## src/rtl/blink_pkg.sv

```systemverilog
package blink_pkg;
   typedef enum logic [1:0] {
      ST_IDLE = 2'd0,
      ST_SEND = 2'd1,
      ST_TAIL = 2'd2
   } blink_st_e;

   localparam logic [7:0] LOCK_PAT   = 8'hFE;
   localparam int         GUARD_HALF = 4;
endpackage

```

## src/rtl/blink_interval.sv

```systemverilog
module blink_interval #(
   parameter int BASE_TICKS = 100,
   parameter int RATE_W     = 2
) (
   input  logic              clk,
   input  logic              rst_n,
   input  logic              run,
   input  logic [RATE_W-1:0] rate,
   output logic              tick
);
   localparam int NRATE   = 1 << RATE_W;
   localparam int MAX_INT = BASE_TICKS << (NRATE - 1);
   localparam int CW      = $clog2(MAX_INT + 1);

   logic [CW-1:0] lim_tab [NRATE];
   logic [CW-1:0] cnt;
   logic [CW-1:0] lim;

   for (genvar r = 0; r < NRATE; r++) begin : g_lim
      assign lim_tab[r] = CW'(BASE_TICKS << r);
   end

   assign lim  = lim_tab[rate];
   assign tick = run && (cnt == lim - CW'(1));

   always_ff @(posedge clk or negedge rst_n) begin
      if (!rst_n)          cnt <= '0;
      else if (!run)       cnt <= '0;
      else if (tick)       cnt <= '0;
      else                 cnt <= cnt + CW'(1);
   end
endmodule

```

## src/rtl/blink_frame.sv

```systemverilog
module blink_frame
   import blink_pkg::*;
#(
   parameter int DATA_W = 32,
   parameter int LEN_W  = 2
) (
   input  logic              clk,
   input  logic              rst_n,
   input  logic              load,
   input  logic [DATA_W-1:0] load_data,
   input  logic [LEN_W-1:0]  load_len,
   input  logic              shift,
   output logic              cur_bit,
   output logic              next_bit,
   output logic              last_bit
);
   localparam int SR_W = DATA_W + 8;
   localparam int RM_W = $clog2(SR_W + 1);

   logic [SR_W-1:0] sr;
   logic [RM_W-1:0] remain;

   always_ff @(posedge clk or negedge rst_n) begin
      if (!rst_n) begin
         sr     <= '0;
         remain <= '0;
      end else if (load) begin
         sr     <= {LOCK_PAT, load_data};
         remain <= RM_W'(16) + (RM_W'(load_len) << 3);
      end else if (shift) begin
         sr     <= sr << 1;
         remain <= remain - RM_W'(1);
      end
   end

   assign cur_bit  = sr[SR_W-1];
   assign next_bit = sr[SR_W-2];
   assign last_bit = (remain == RM_W'(1));
endmodule

```

## src/rtl/blink_ser_tx.sv

```systemverilog
module blink_ser_tx
   import blink_pkg::*;
#(
   parameter int DATA_W     = 32,
   parameter int RATE_W     = 2,
   parameter int BASE_TICKS = 100
) (
   input  logic                        clk,
   input  logic                        rst_n,
   input  logic                        wr_data_en,
   input  logic [DATA_W-1:0]           wr_data,
   input  logic                        wr_ctl_en,
   input  logic [$clog2(DATA_W/8)-1:0] ctl_len,
   input  logic [RATE_W-1:0]           ctl_rate,
   input  logic                        ctl_go,
   output logic                        busy,
   output logic                        pull_low
);
   localparam int NBYTES = DATA_W / 8;
   localparam int LEN_W  = $clog2(NBYTES);
   localparam int GC_W   = $clog2(GUARD_HALF);

   if (DATA_W % 8 != 0 || NBYTES < 2) begin : g_bad_width
      $error("DATA_W must be a multiple of 8 and at least 16");
   end
   if (BASE_TICKS < 1) begin : g_bad_ticks
      $error("BASE_TICKS must be positive");
   end

   blink_st_e         state;
   logic [DATA_W-1:0] data_q;
   logic [RATE_W-1:0] rate_q;
   logic              half;
   logic [GC_W-1:0]   guard_cnt;
   logic              tick;
   logic              go_ok;
   logic              cur_bit, next_bit, last_bit;
   logic              do_shift;
   logic [DATA_W-1:0] frame_src;

   assign go_ok     = wr_ctl_en && ctl_go && (state == ST_IDLE);
   assign frame_src = wr_data_en ? wr_data : data_q;
   assign do_shift  = (state == ST_SEND) && tick && half && !last_bit;
   assign busy      = (state != ST_IDLE);

   blink_interval #(.BASE_TICKS(BASE_TICKS), .RATE_W(RATE_W)) u_interval (
      .clk  (clk),
      .rst_n(rst_n),
      .run  (busy),
      .rate (rate_q),
      .tick (tick)
   );

   blink_frame #(.DATA_W(DATA_W), .LEN_W(LEN_W)) u_frame (
      .clk      (clk),
      .rst_n    (rst_n),
      .load     (go_ok),
      .load_data(frame_src),
      .load_len (ctl_len),
      .shift    (do_shift),
      .cur_bit  (cur_bit),
      .next_bit (next_bit),
      .last_bit (last_bit)
   );

   always_ff @(posedge clk or negedge rst_n) begin
      if (!rst_n)                                 data_q <= '0;
      else if (wr_data_en && state == ST_IDLE)    data_q <= wr_data;
   end

   always_ff @(posedge clk or negedge rst_n) begin
      if (!rst_n) begin
         state     <= ST_IDLE;
         rate_q    <= '0;
         half      <= 1'b0;
         guard_cnt <= '0;
         pull_low  <= 1'b0;
      end else begin
         unique case (state)
            ST_IDLE: begin
               pull_low <= 1'b0;
               if (go_ok) begin
                  state    <= ST_SEND;
                  rate_q   <= ctl_rate;
                  half     <= 1'b0;
                  pull_low <= ~LOCK_PAT[7];
               end
            end
            ST_SEND: begin
               if (tick) begin
                  if (!half) begin
                     half     <= 1'b1;
                     pull_low <= cur_bit;
                  end else if (last_bit) begin
                     state     <= ST_TAIL;
                     guard_cnt <= '0;
                     pull_low  <= 1'b0;
                  end else begin
                     half     <= 1'b0;
                     pull_low <= ~next_bit;
                  end
               end
            end
            ST_TAIL: begin
               pull_low <= 1'b0;
               if (tick) begin
                  if (guard_cnt == GC_W'(GUARD_HALF - 1)) state <= ST_IDLE;
                  else guard_cnt <= guard_cnt + GC_W'(1);
               end
            end
            default: state <= ST_IDLE;
         endcase
      end
   end
endmodule

```

## config.mk

```make
export PLATFORM = sky130hd
export DESIGN_NAME = blink_ser_tx
export DESIGN_NICKNAME = d
export VERILOG_FILES = /design/src/rtl/blink_pkg.sv /design/src/rtl/blink_interval.sv /design/src/rtl/blink_frame.sv /design/src/rtl/blink_ser_tx.sv
export SDC_FILE = /design/constraint.sdc
export NUM_CORES = 1
export LEC_CHECK = 0
export CAP_MARGIN = 20
export CORE_MARGIN = 1.5
export CORE_UTILIZATION = 57
export DETAILED_ROUTE_END_ITERATION = 8
export DONT_BUFFER_PORTS = 1
export PLACE_DENSITY = 0.75
export SYNTH_ARGS = -nofsm -noshare
export SYNTH_HDL_FRONTEND = slang
export SYNTH_SLANG_ARGS = --single-unit
```

## constraint.sdc

```tcl
create_clock -name clk -period 2.47 [get_ports clk]
set_input_delay 0.247 -clock clk [delete_from_list [all_inputs] [get_ports clk]]
set_output_delay 0.247 -clock clk [all_outputs]
set_load 0.005 [all_outputs]
```

# --- Yosys cells after proc, flatten, opt, wreduce, memory -nomap -nowiden ---
# Cells that the tools add are included.
# Widths: inputs -> output; s select.
word_totals:
  register_bits: 96
  inputBits: 41
  out_inout_bits: 2
  wordCells: 81
classes:
  addsub: 5
  magnitude_cmp: 1
  n_eq_ne: 12
  mux: 32
  bitwise_logic: 2
  reduce_logical: 20
ops:
  columns: ["operator", "count"]
  rows:
  - ["$mux 40", 2]
  - ["$mux 10", 4]
  - ["$mux 32", 1]
  - ["$mux 2", 11]
  - ["$bmux 10 s2", 1]
  - ["$ne 2x2->1 const B", 7]
  - ["$mux 6", 2]
  - ["$reduce_and 6->1", 2]
  - ["$add 10x1->10 const B", 1]
  - ["$eq 10x10->1", 1]
  - ["$reduce_bool 2->1", 5]
  - ["$sub 10x1->10 const B", 1]
  - ["$logic_and 1x1->1", 7]
  - ["$mux 1", 7]
  - ["$add 5x5->6 const A", 1]
  - ["$eq 6x1->1 const B", 1]
  - ["$pmux 2 s3", 1]
  - ["$sub 6x1->6 const B", 1]
  - ["$eq 2x2->1 const B", 2]
  - ["$pmux 1 s2", 2]
  - ["$pmux 2 s2", 1]
  - ["$reduce_and 2->1", 2]
  - ["$ge 3x3->1 const B", 1]
  - ["$not 2->3", 1]
  - ["7 further kinds", 7]

# --- Depth between registers and ports, before layout ---
# Gate-level depths: netlist (run 1).
depth:
  depth_word: 12
  ltp_mapped: 11
  mapped_depth_nobuf: 9

# --- Modules after synthesis ---
# From an unflattened synthesis (run 1), not the netlist that was laid out.
unflattened:
  cells_unflattened: 406
  area_unflattened_um2: 4922.2
by_module_without_submodules:
  columns: ["module", "instances", "cells_each", "area_each_um2", "seq_area_each_um2"]
  rows:
  - ["blink_ser_tx", 1, 144, 2154.6, 1001.0]
  - ["blink_frame", 1, 198, 2114.5, 1151.1]
  - ["blink_interval", 1, 64, 653.1, 250.2]

# --- Worst setup path before layout (run 1) ---
# Ideal clock, no wire load.
synth_timing:
  kind: "flip-flop to flip-flop"
  startpoint: "register rate_q[1]"
  endpoint: "register u_frame.remain[2]"
  setup_ps: 76
  arrival_ps: 2614
  t_required_ps: 2394
  setup_slack_ps: -220
  path_stages_with_launch: 11
  n_path_buf: 1
  synth_period_minus_slack_ps: 2690
  cell_sequence: "dfrtp_1 -> inv_1 -> ha_1 -> inv_1 -> ha_1 -> xnor2_1 -> or3_1 -> or4_1 -> buf_2 -> or4_1 -> o21ai_1"
synth_between:
  elab_chain_len: 11
synth_rtl:
  columns: ["item", "line_no", "text"]
  rows:
  - ["start, declared", "blink_ser_tx.sv:32", "logic [RATE_W-1:0] rate_q;"]
  - ["start signal, assigned", "blink_ser_tx.sv:84", "rate_q <= ctl_rate;"]
  - ["$not 2->3 (not written as such)", "blink_interval.sv:23", "assign lim = lim_tab[rate];"]
  - ["$bmux 10 s2", "blink_interval.sv:23", null]
  - ["$mux 10 (not written as such) (2 in a row)", "blink_interval.sv:23", null]
  - ["$sub 10x1->10", "blink_interval.sv:24", "assign tick = run && (cnt == lim - CW'(1));"]
  - ["$eq 10x10->1", "blink_interval.sv:24", null]
  - ["$logic_and 1x1->1", "blink_interval.sv:24", null]
  - ["$logic_and 1x1->1 (3 in a row)", "blink_ser_tx.sv:43", "assign do_shift = (state == ST_SEND) && tick && half && !last_bit;"]
  - ["$reduce_bool 2->1 (no source line)", null, null]
  - ["end signal, assigned", "blink_frame.sv:29", "remain <= RM_W'(16) + (RM_W'(load_len) << 3);"]
  - ["end signal, assigned", "blink_frame.sv:32", "remain <= remain - RM_W'(1);"]
  - ["end, declared", "blink_frame.sv:21", "logic [RM_W-1:0] remain;"]
# Every way passes these cells. The select of a mux whose other input is x is not followed.
# A chain may end at the register's enable or synchronous reset.

# --- Worst setup path in the final report (run 1) ---
layout_timing:
  startpoint: "register rate_q[0]"
  endpoint: "register u_frame.remain[2]"
# The elaborated chain is that of the path after synthesis.

==> qor.txt, run 1 <==
EDFF count, synth: 0
Leak: 2.359 nW
ANT nets after route: 0
Routability cong.: 0.8327
Post-synth ARST share: 1.000
FF/Latch Area: 2402 um^2
Ports: 43
Final setup TNS: -1.653 ns
WP data required: 2.77 ns
Final hold violations: 0
Via count: 3285
Final wirelength: 9.220 mm
Max Freq: 387.6 MHz
Crit. End Element: register
HPWL after DPL: 5.639 mm
Post-synth top flop: dfrtp_1
Synth Register Bits: 96
Max Slew Vio Count: 0
DRT iter0 DRCs: 200
Clk pwr share: 0.364
CTS Sinks: 96
Tot GR Track Use: 0.2206
Synth-to-layout area growth: 13.17%
VDD IR max: 363.2 uV
Initial antenna violation count: 0
Die area: 8755 um^2
Worst-path fanout max: 4
Clk_skew: 0.01047 ns
RSZ-0062 raised after global routing: yes
Initial Utilization: 0.5958
Synth Net Count: 490
Worst-Margin Slew: 0.4697 ns
Logic gate share of total power: 0.025
Design area: 5291 um^2
Via density: 5.962
Synthesis warning total: 0
Vias in the first global route: 3231
Seq pwr share: 0.611
Int Pwr: 1.969 mW
Setup crit start kind: register
Port bufs: 0
Global-route wire length before repair: 15.12 mm
Failing checks: setup timing
Fraction of layout cells with a size suffix above 1: 0.2138
Core ar.: 7848 um^2
Global route overflow: 0
# diodes: 0
Clock buffer depth: 2
Switching Fraction: 0.2336
Die width: 93.57 um
Die height: 93.57 um
Placement-stage cell area: 4923 um^2
Synth area leader: dfrtp_1
Initial DRT Pass Iterations: 4
Nets: 494
Core Util, Final: 0.6743
Pwr Total: 2.569 mW
Seq/Total Area, Yosys: 0.5138
Crit path kind: register to register
Area of the multi-input gates: 2248 um^2
Pin count of the biggest net entering global routing: 97
CTS root buf: clkbuf_8
CTS tree: yes
Max_slew headroom: 0.6839
Crit path DAT: 2.88 ns
P per Cell Area: 485.5 nW/um^2
Yosys top cell area share: 0.5138
Cells after Synth: 440
Std cell rows: 32
Worst-path clk slew: 0.10 ns
Status: complete, but fails checks
Tmin final: 2.580 ns
Net load switching power: 0.6001 mW
Post-synthesis cell area: 4676 um^2
Top cells by area, synth: dfrtp_1 51%, nand3_1 8.6%, mux2_2 7.9%
Clk Latency, worst-skew pair: 0.36 ns
Detailed-route wire length per cell: 16.73 um
# setup viols final: 41
Fillers: 592
Mean Syn Cell Area: 10.63 um^2
# DRC: 0
MaxCap Viol Count: 0
Setup ws final: -0.1097 ns
Count of cell types in the netlist: 40
HP Class: input pin to register
Period utilization: 1.044
Pre-CTS setup slack: -0.06991 ns
H-tree levels: 3
Num CTS Buffers: 9
==> cells by family (layout without fill, tap and decap cells) <==
kind of cell               after synthesis  count (layout)  synth area share
AOI/OAI and AO/OA                       57              57           0.08403
xor gates and xnor gates                15              15           0.02810
adders and majority gates                9               9           0.02408
buffers and inverters                   41              50           0.03345
DFF                                     96              96            0.5138
muxes                                   67              67            0.1523
and+or+nand+nor                        155             155            0.1643
==> cells in the final DEF (no fill, tap or decap), types with 4 or more instances in the layout <==
cell      Yosys  final
dfrtp_1      96     96
nand3_1      80     73
mux2i_1      34     34
mux2_2       33     33
o211ai_1     32     32
nand2_1      24     23
nor2_1       21     21
buf_4         0     13
xor2_1       10     10
clkbuf_8      0      9
and3_1        7      7
inv_1        10      6
nand3_2       0      6
ha_1          9      6
a21oi_1       5      5
o21ai_0       8      5
inv_2         0      4
xnor2_1       5      4
o21ai_1       2      4
nor4_1        5      4
==> stage by stage <==
stage | cells | hold WS [ns]
CTS | 546 | -0.4475
global route | 551 | 0.003303
global placement | 528 | -0.04575
finish | 551 | 0.01442
floorplan | 440 | -0.04859
detailed placement | 528 | -0.04585
==> path summary, 6_finish.rpt <==
kind                                 from                end  slack (ns)  cells past startpoint
setup / recovery                rate_q[0]  u_frame.remain[2]       -0.11                      9
hold / removal                ctl_rate[1]          rate_q[1]        0.01                      2
setup reg to reg                rate_q[0]  u_frame.remain[2]       -0.11                      9
hold reg to reg            u_frame.sr[33]     u_frame.sr[34]        0.51                      2
max in group asynchronous           rst_n     u_frame.sr[13]        1.65                      2
min in group asynchronous           rst_n          rate_q[1]        0.45                      2
==> per-layer routing <==
layer | up-vias | global-route usage | share of wire
li1 | 1585 | - | -
met1 | 1619 | 0.2890 | 0.44
met2 | 69 | 0.3641 | 0.49
met3 | 12 | 0.06179 | 0.050
met4 | 0 | 0.05348 | 0.014
met5 | - | 0 | 0
==> worst max-delay path, cell delays in order (launching register included) <==
cell	delay [ns]
dfrtp_1	0.42
inv_2	0.12
ha_4	0.15
inv_2	0.04
ha_4	0.23
xnor2_2	0.13
or3_4	0.34
or4_4	0.59
or4_1	0.42
o21ai_1	0.09
==> layout make-up <==
class / count / area share
Inverter: 10 / 0.007094
Multi-Input combinational cell: 303 / 0.4249
Tap cell: 102 / 0.02412
Sequential cell: 96 / 0.4540
Clock buffer: 10 / 0.02412
Clock inverter: 6 / 0.007803
Timing Repair Buffer: 24 / 0.05793
==> flip-flops by register name, summed over array words and instances (netlist names) <==
name,flops
half,1
u_interval.cnt,10
state,2
data_q,32
rate_q,2
pull_low,1
u_frame.remain,6
guard_cnt,2
u_frame.sr,40
==> power by group through the flow <==
stage / registers [mW] / clock network, mW / logic, mW
after floorplan: 1.60 / 0 / 0.0373
after global placement: 1.60 / 0 / 0.0298
after detailed placement: 1.60 / 0 / 0.0297
after CTS: 1.57 / 0.958 / 0.0300
after global routing: 1.57 / 1.02 / 0.0749
final: 1.57 / 0.934 / 0.0648
==> cells in the mapped netlist, types with 2 or more instances <==
cell type  number
a21oi_1         5
a31oi_1         2
and2_1          2
and3_1          7
buf_1           4
buf_2           2
clkbuf_1       25
dfrtp_1        96
ha_1            9
inv_1          10
mux2_2         33
mux2i_1        34
nand2_1        24
nand3_1        80
nor2_1         21
nor3_1          2
nor4_1          5
o211ai_1       32
o21ai_0         8
o21ai_1         2
or3_1           3
or4_1           3
xnor2_1         5
xor2_1         10
==> repair_timing <==
item,4_1_cts,5_1_grt
buffers inserted,1,1
gates resized for setup,8,11
pin swaps,3,11
gates cloned,1,2
endpoints found under the setup margin,55,59
hold endpoints to repair,96,96
No activity file was read; power rests on OpenSTA's default activity.
==> inputs of run 2 (changes only) <==
--- a/config.mk
+++ b/config.mk
@@ -6,7 +6,7 @@
 export NUM_CORES = 1
 export LEC_CHECK = 0
 export CAP_MARGIN = 20
-export CORE_MARGIN = 1.5
+export CORE_MARGIN = 8
 export CORE_UTILIZATION = 57
 export DETAILED_ROUTE_END_ITERATION = 8
 export DONT_BUFFER_PORTS = 1
==> constraint.sdc (replaced) <==
create_clock -name clk -period 2.47 [get_ports clk]
set_input_delay 0.247 -clock clk [delete_from_list [all_inputs] [get_ports clk]]
set_output_delay 0.247 -clock clk [all_outputs]
set_load 0.01 [all_outputs]
==> run 2 against run 1 <==
Net effect:
- the flow finishes with violations (hold timing, setup timing)
- flip-flop and latch count is the same
- critical endpoint is now u_frame.remain[4]
- sequential share of layout area shrank 0.48 points
- setup slack gained 0.0041 ns
- final area grew 1.1%
- critical path type unchanged
- largest cell class unchanged
==> qor.txt, run 2 (synthesized netlist as in run 1, its figures left out) <==
Status: complete, but fails checks
Failing checks: hold timing, setup timing
Clock buffer depth: 2 (unchanged)
WP data required: 2.77 ns (about the same)
Nets: 497 (+0.61%)
Crit path DAT: 2.88 ns (about the same)
Global route overflow: 0 (unchanged)
Routed length on met3: 509 um (+10%)
DRT met1 WL: 4.172 mm (+2.2%)
Die height: 106.6 um (+14%)
Final hold slack: -0.4228 ns (-0.4372 ns)
VDD IR max: 301.6 uV (-17%)
Routability cong.: 0.8590 (+3.2%)
HP Class: input pin to asynchronous set/reset pin
Logic gate share of total power: 0.011 (-0.014)
Clk pwr share: 0.397 (+0.033)
Vias in the first global route: 3137 (-2.9%)
Setup crit start kind: register
H-tree levels: 3 (unchanged)
Fraction of layout cells with a size suffix above 1: 0.2257 (+0.01186)
Worst-Margin Slew: 0.4455 ns (-0.02428 ns)
Reg with most FFs: u_frame.sr
Worst-path clk slew: 0.09 ns (about the same)
Most common cell after layout, fill and taps aside: dfrtp_1
Final hold violations: 96 (+96)
Slowest-stage cell, CP: or4_4
MaxCap Viol Count: 0 (unchanged)
Int Pwr: 2.095 mW (+6.4%)
# diodes: 0 (unchanged)
Initial DRT Pass Iterations: 5 (+1)
Net load switching power: 0.5561 mW (-7.3%)
Switching Fraction: 0.2098 (-0.02377)
Commonest non-fill, non-tap cells in the layout: 96 x dfrtp_1, 71 x nand3_1, 34 x mux2i_1, 33 x mux2_2, 32 x o211ai_1
Detailed-route wire length per cell: 16.80 um (+0.41%)
Leak: 2.383 nW (+1.0%)
# DRC: 0 (unchanged)
Worst path cell trace: inv_2, ha_4, inv_2, ha_4, xnor2_2, or3_4, or4_4, buf_6, mux2_2, nand2_2
DR WL met2: 4.567 mm (+0.51%)
Core ar.: 8093 um^2 (+3.1%)
Design area: 5348 um^2 (+1.1%)
Via density: 5.894 (-1.1%)
Crit path kind: register to register
CTS root buf: clkbuf_8
Worst Path Buf+Inv: 3 (+1)
Top Registers: u_frame.sr: 40 flops, data_q: 32 flops, u_interval.cnt: 10 flops
Port bufs: 0 (unchanged)
Die width: 106.6 um (+14%)
Pin count of the biggest net entering global routing: 97 (unchanged)
Die area: 11360 um^2 (+30%)
Max Freq: 388.3 MHz (+0.16%)
Final wirelength: 9.359 mm (+1.5%)
Num CTS Buffers: 9 (unchanged)
Setup ws final: -0.1055 ns (+0.004131 ns)
Worst-path fanout max: 7 (+3)
Initial antenna violation count: 0 (unchanged)
Crit. End Element: register
Tmin final: 2.576 ns (-0.004131 ns)
Placement-stage cell area: 4950 um^2 (+0.53%)
Clk Latency, worst-skew pair: 0.35 ns (about the same)
Tot GR Track Use: 0.1622 (-0.05841)
Max Slew Vio Count: 0 (unchanged)
RSZ-0062 raised after global routing: yes
Clk_skew: 0.009809 ns (-0.0006625 ns)
P per Cell Area: 495.7 nW/um^2 (+2.1%)
Seq pwr share: 0.592 (-0.019)
Std cell rows: 33 (+3.1%)
CP max stage delay: 0.58 ns (about the same)
Number of flip-flops in the largest register: 40 (unchanged)
Max_slew headroom: 0.7007 (+0.01679)
CTS Sinks: 96 (unchanged)
Period utilization: 1.043 (-0.001672)
Cell family with most CP delay: simple AND/OR/NAND/NOR gates
# setup viols final: 44 (+7.3%)
Top routing layer in use: met4
Synth-to-layout area growth: 14.37%
Initial Utilization: 0.5778 (-0.01806)
CTS tree: yes
HPWL after DPL: 5.878 mm (+4.2%)
ANT nets after route: 0 (unchanged)
Pre-CTS setup slack: -0.06189 ns (+0.008019 ns)
Via count: 3283 (-0.061%)
DRT iter0 DRCs: 162 (-19%)
Ports: 43 (unchanged)
Global-route wire length before repair: 15.04 mm (-0.54%)
## run 2: worst paths after layout
kind                                      from                end  slack [ns]  depth (start not counted)
worst max-delay path                 rate_q[0]  u_frame.remain[4]       -0.11                         10
worst min-delay path                     rst_n          rate_q[1]       -0.42                          0
worst max register to register       rate_q[0]  u_frame.remain[4]       -0.11                         10
worst min register to register  u_frame.sr[34]     u_frame.sr[35]        0.49                          2
max in group asynchronous                rst_n         data_q[25]        2.77                          0
min in group clk                   ctl_rate[1]          rate_q[1]        0.02                          2
## run 2: area by class of cell
cell class,count,area [um^2]
flip-flops and latches,96,2402
clock buffers,11,141.4
fillers,624,2745
inverters,10,37.54
repair buffers,27,311.5
multi-input cells,303,2260
clock inverters,5,63.81
well taps,105,131.4
## run 2: stage by stage
stage	utilization	TNS (ns)	power, mW	cells	hold slack, ns
2_1_floorplan	-	-2.425	1.639	440	-0.04859
3_3_place_gp	0.6116	-0.01134	1.631	534	-0.04471
3_5_place_dp	0.6116	-0.5997	1.631	534	-0.04474
4_1_cts	0.6388	-1.304	2.681	550	-0.4395
5_1_grt	0.6608	-5.771	2.742	557	-0.4446
6_report	0.6608	-1.832	2.651	557	-0.4228
## run 2: routing by layer
| metal | GRT usage | vias up |
|---|---|---|
| met5 | 0 | - |
| met4 | 0.06935 | 0 |
| met3 | 0.03539 | 11 |
| met2 | 0.2558 | 76 |
| met1 | 0.2115 | 1595 |
| li1 | - | 1601 |
## run 2: power by group through the flow
stage          registers, mW  logic [mW]  clock network (mW)
2_1_floorplan           1.60      0.0373                   0
3_3_place_gp            1.60      0.0294                   0
4_1_cts                 1.57      0.0299                1.08
6_report                1.57      0.0292                1.05
3_5_place_dp            1.60      0.0298                   0
5_1_grt                 1.57      0.0316                1.14
## run 2: repair_timing
| item | 4_1_cts | 5_1_grt |
|---|---|---|
| resized for setup | 4 | 16 |
| endpoints found under the hold margin | 96 | 96 |
| setup buffers | 0 | 3 |
| pin swaps | 5 | 4 |
| cloned | 0 | 4 |
| setup endpoints to repair | 49 | 56 |
==> inputs of run 3 (changes only) <==
--- a/config.mk
+++ b/config.mk
@@ -11,6 +11,7 @@
 export DETAILED_ROUTE_END_ITERATION = 8
 export DONT_BUFFER_PORTS = 1
 export PLACE_DENSITY = 0.75
+export SETUP_SLACK_MARGIN = 0.02
 export SYNTH_ARGS = -nofsm -noshare
 export SYNTH_HDL_FRONTEND = slang
 export SYNTH_SLANG_ARGS = --single-unit
==> run 3 against run 2 <==
Net effect:
- the flow still finishes with violations (hold timing, setup timing)
- register-to-register slack about the same
- flip-flop and latch count unchanged
- setup slack improved by 0.0054 ns
- worst hold slack got worse by 0.0018 ns
- die area unchanged
- sequential power about the same
- sequential share of layout area decreased by 0.71 points
- maximum frequency increased by 0.21%
- clock skew increased by 0.0016 ns
- highest routed layer unchanged
==> qor.txt, run 3 (synthesized netlist as in run 1, its figures left out) <==
Fraction of layout cells with a size suffix above 1: 0.2412 (+0.01556)
Max Slew Vio Count: 0 (unchanged)
Logic gate share of total power: 0.011 (about the same)
Critical Path End: u_frame.remain[4]
Period utilization: 1.041 (-0.002175)
Die height: 106.6 um (unchanged)
Routability cong.: 0.8590 (unchanged)
Initial Utilization: 0.5778 (unchanged)
Leak: 2.408 nW (+1.0%)
P per Cell Area: 489.7 nW/um^2 (-1.2%)
Crit path kind: register to register
WP data required: 2.77 ns (about the same)
Tmin final: 2.570 ns (-0.005372 ns)
Failing checks: hold timing, setup timing
Setup ws final: -0.1002 ns (+0.005372 ns)
CTS Sinks: 96 (unchanged)
Via density: 5.943 (+0.83%)
FF-to-FF setup slack: -0.10 ns (about the same)
Design area: 5434 um^2 (+1.6%)
Pin count of the biggest net entering global routing: 97 (unchanged)
Seq pwr share: 0.590 (-0.002)
Vias in the first global route: 3274 (+4.4%)
Synth-to-layout area growth: 16.22%
Final hold slack: -0.4246 ns (-0.001822 ns)
RSZ-0062 raised after global routing: yes
Number of flip-flops in the largest register: 40 (unchanged)
MaxCap Viol Count: 0 (unchanged)
H-tree levels: 3 (unchanged)
Die width: 106.6 um (unchanged)
Worst reg2reg path depth: 10 (unchanged)
Critical path origin: rate_q[0]
Crit. End Element: register
Via count: 3334 (+1.6%)
Int Pwr: 2.095 mW (about the same)
Core ar.: 8093 um^2 (unchanged)
Max Freq: 389.1 MHz (+0.21%)
Ports: 43 (unchanged)
Global route overflow: 0 (unchanged)
Worst-Margin Slew: 0.4606 ns (+0.01511 ns)
Clk Latency, worst-skew pair: 0.35 ns (about the same)
Final hold violations: 96 (unchanged)
Worst-path fanout max: 7 (unchanged)
Num CTS Buffers: 9 (unchanged)
Die area: 11360 um^2 (unchanged)
HPWL after DPL: 5.878 mm (unchanged)
R2r startpoint: rate_q[0]
Switching Fraction: 0.2129 (+0.003081)
Clk_skew: 0.01143 ns (+0.001616 ns)
Pwr Total: 2.661 mW (+0.39%)
Detailed-route wire length per cell: 17.35 um (+3.2%)
Std cell rows: 33 (unchanged)
Max_slew headroom: 0.6929 (-0.007791)
Crit path DAT: 2.87 ns (about the same)
VDD IR max: 297.6 uV (-1.3%)
Global-route wire length before repair: 15.87 mm (+5.5%)
Initial antenna violation count: 0 (unchanged)
# diodes: 0 (unchanged)
RR Endpoint: u_frame.remain[4]
Nets: 501 (+0.80%)
# setup viols final: 42 (-4.5%)
Tot GR Track Use: 0.1730 (+0.01081)
Setup crit start kind: register
HP Class: input pin to asynchronous set/reset pin
ANT nets after route: 0 (unchanged)
Clk pwr share: 0.399 (+0.002)
# DRC: 0 (unchanged)
CTS root buf: clkbuf_8
Net load switching power: 0.5665 mW (+1.9%)
Reg with most FFs: u_frame.sr
Clock buffer depth: 2 (unchanged)
Top Registers: u_frame.sr: 40 flops, data_q: 32 flops, u_interval.cnt: 10 flops
Most common cell after layout, fill and taps aside: dfrtp_1
DRT iter0 DRCs: 216 (+33%)
Port bufs: 0 (unchanged)
Initial DRT Pass Iterations: 5 (unchanged)
Placement-stage cell area: 4950 um^2 (unchanged)
Final wirelength: 9.732 mm (+4.0%)
Worst-path clk slew: 0.10 ns (about the same)
Status: complete, but fails checks
CTS tree: yes
Commonest non-fill, non-tap cells in the layout: 96 x dfrtp_1, 67 x nand3_1, 34 x mux2i_1, 33 x mux2_2, 32 x o211ai_1
-- run 3: cell types whose count changed in the layout (fill, tap and decap cells not counted), moves of 2 or more --
cell	previous run	this run
buf_16	0	2
nand3_2	8	12
o21ai_0	6	4
o21ai_1	4	6
nand3_1	71	67
-- run 3: worst min path at each step --
stage | end | slack, ns
6_report | rate_q[1] | -0.42
5_1_grt | guard_cnt[0] | -0.44
4_1_cts | guard_cnt[0] | -0.44
3_5_place_dp | guard_cnt[0] | -0.04
3_3_place_gp | rate_q[1] | -0.04
2_1_floorplan | data_q[0] | -0.05
-- run 3: area by class of cell --
type / instances / area, um^2
fillers: 608 / 2659
well taps: 105 / 131.4
flip-flops and latches: 96 / 2402
clock buffers: 11 / 141.4
inverters: 10 / 37.54
multi-input cells: 303 / 2277
repair buffers: 31 / 380.4
clock inverters: 5 / 63.81
-- run 3: what timing repair did --
item	CTS	global route
gates resized for setup	7	23
pin swaps	2	10
buffers inserted	3	3
endpoints found under the setup margin	56	60
hold endpoints to repair	96	96
cloned	3	3
-- run 3: critical path, stage by stage (launching register included) --
cell and delay, ns:
dfrtp_1 0.42, inv_2 0.12, ha_4 0.15, inv_2 0.04, ha_4 0.23, xnor2_2 0.13, or3_4 0.34, or4_4 0.57
buf_6 0.17, mux2_2 0.28, nand2_2 0.06
-- run 3: power by group through the flow --
stage | combinational (mW) | clock, mW | sequential [mW]
finish | 0.0291 | 1.06 | 1.57
global route | 0.0316 | 1.14 | 1.57
CTS | 0.0299 | 1.08 | 1.57
detailed placement | 0.0298 | 0 | 1.60
global placement | 0.0294 | 0 | 1.60
floorplan | 0.0373 | 0 | 1.60
-- run 3: layer usage --
metal  GRT usage  share of wire  vias to the layer above
li1            -              -                     1609
met1      0.2190           0.44                     1657
met2      0.2806           0.50                       56
met3     0.03599          0.043                       12
met4     0.07638          0.016                        0
met5           0              0                        -
-- run 3: stage by stage --
stage / setup TNS (ns) / util / worst slack [ns] / hold slack, ns / cells
finish: -1.968 / 0.6715 / -0.1002 / -0.4246 / 561
global route: -6.380 / 0.6715 / -0.1944 / -0.4440 / 561
CTS: -2.228 / 0.6558 / -0.09529 / -0.4395 / 556
detailed placement: -0.5997 / 0.6116 / -0.06189 / -0.04474 / 534
global placement: -0.01134 / 0.6116 / -0.008854 / -0.04471 / 534
floorplan: -2.425 / - / -0.1415 / -0.04859 / 440
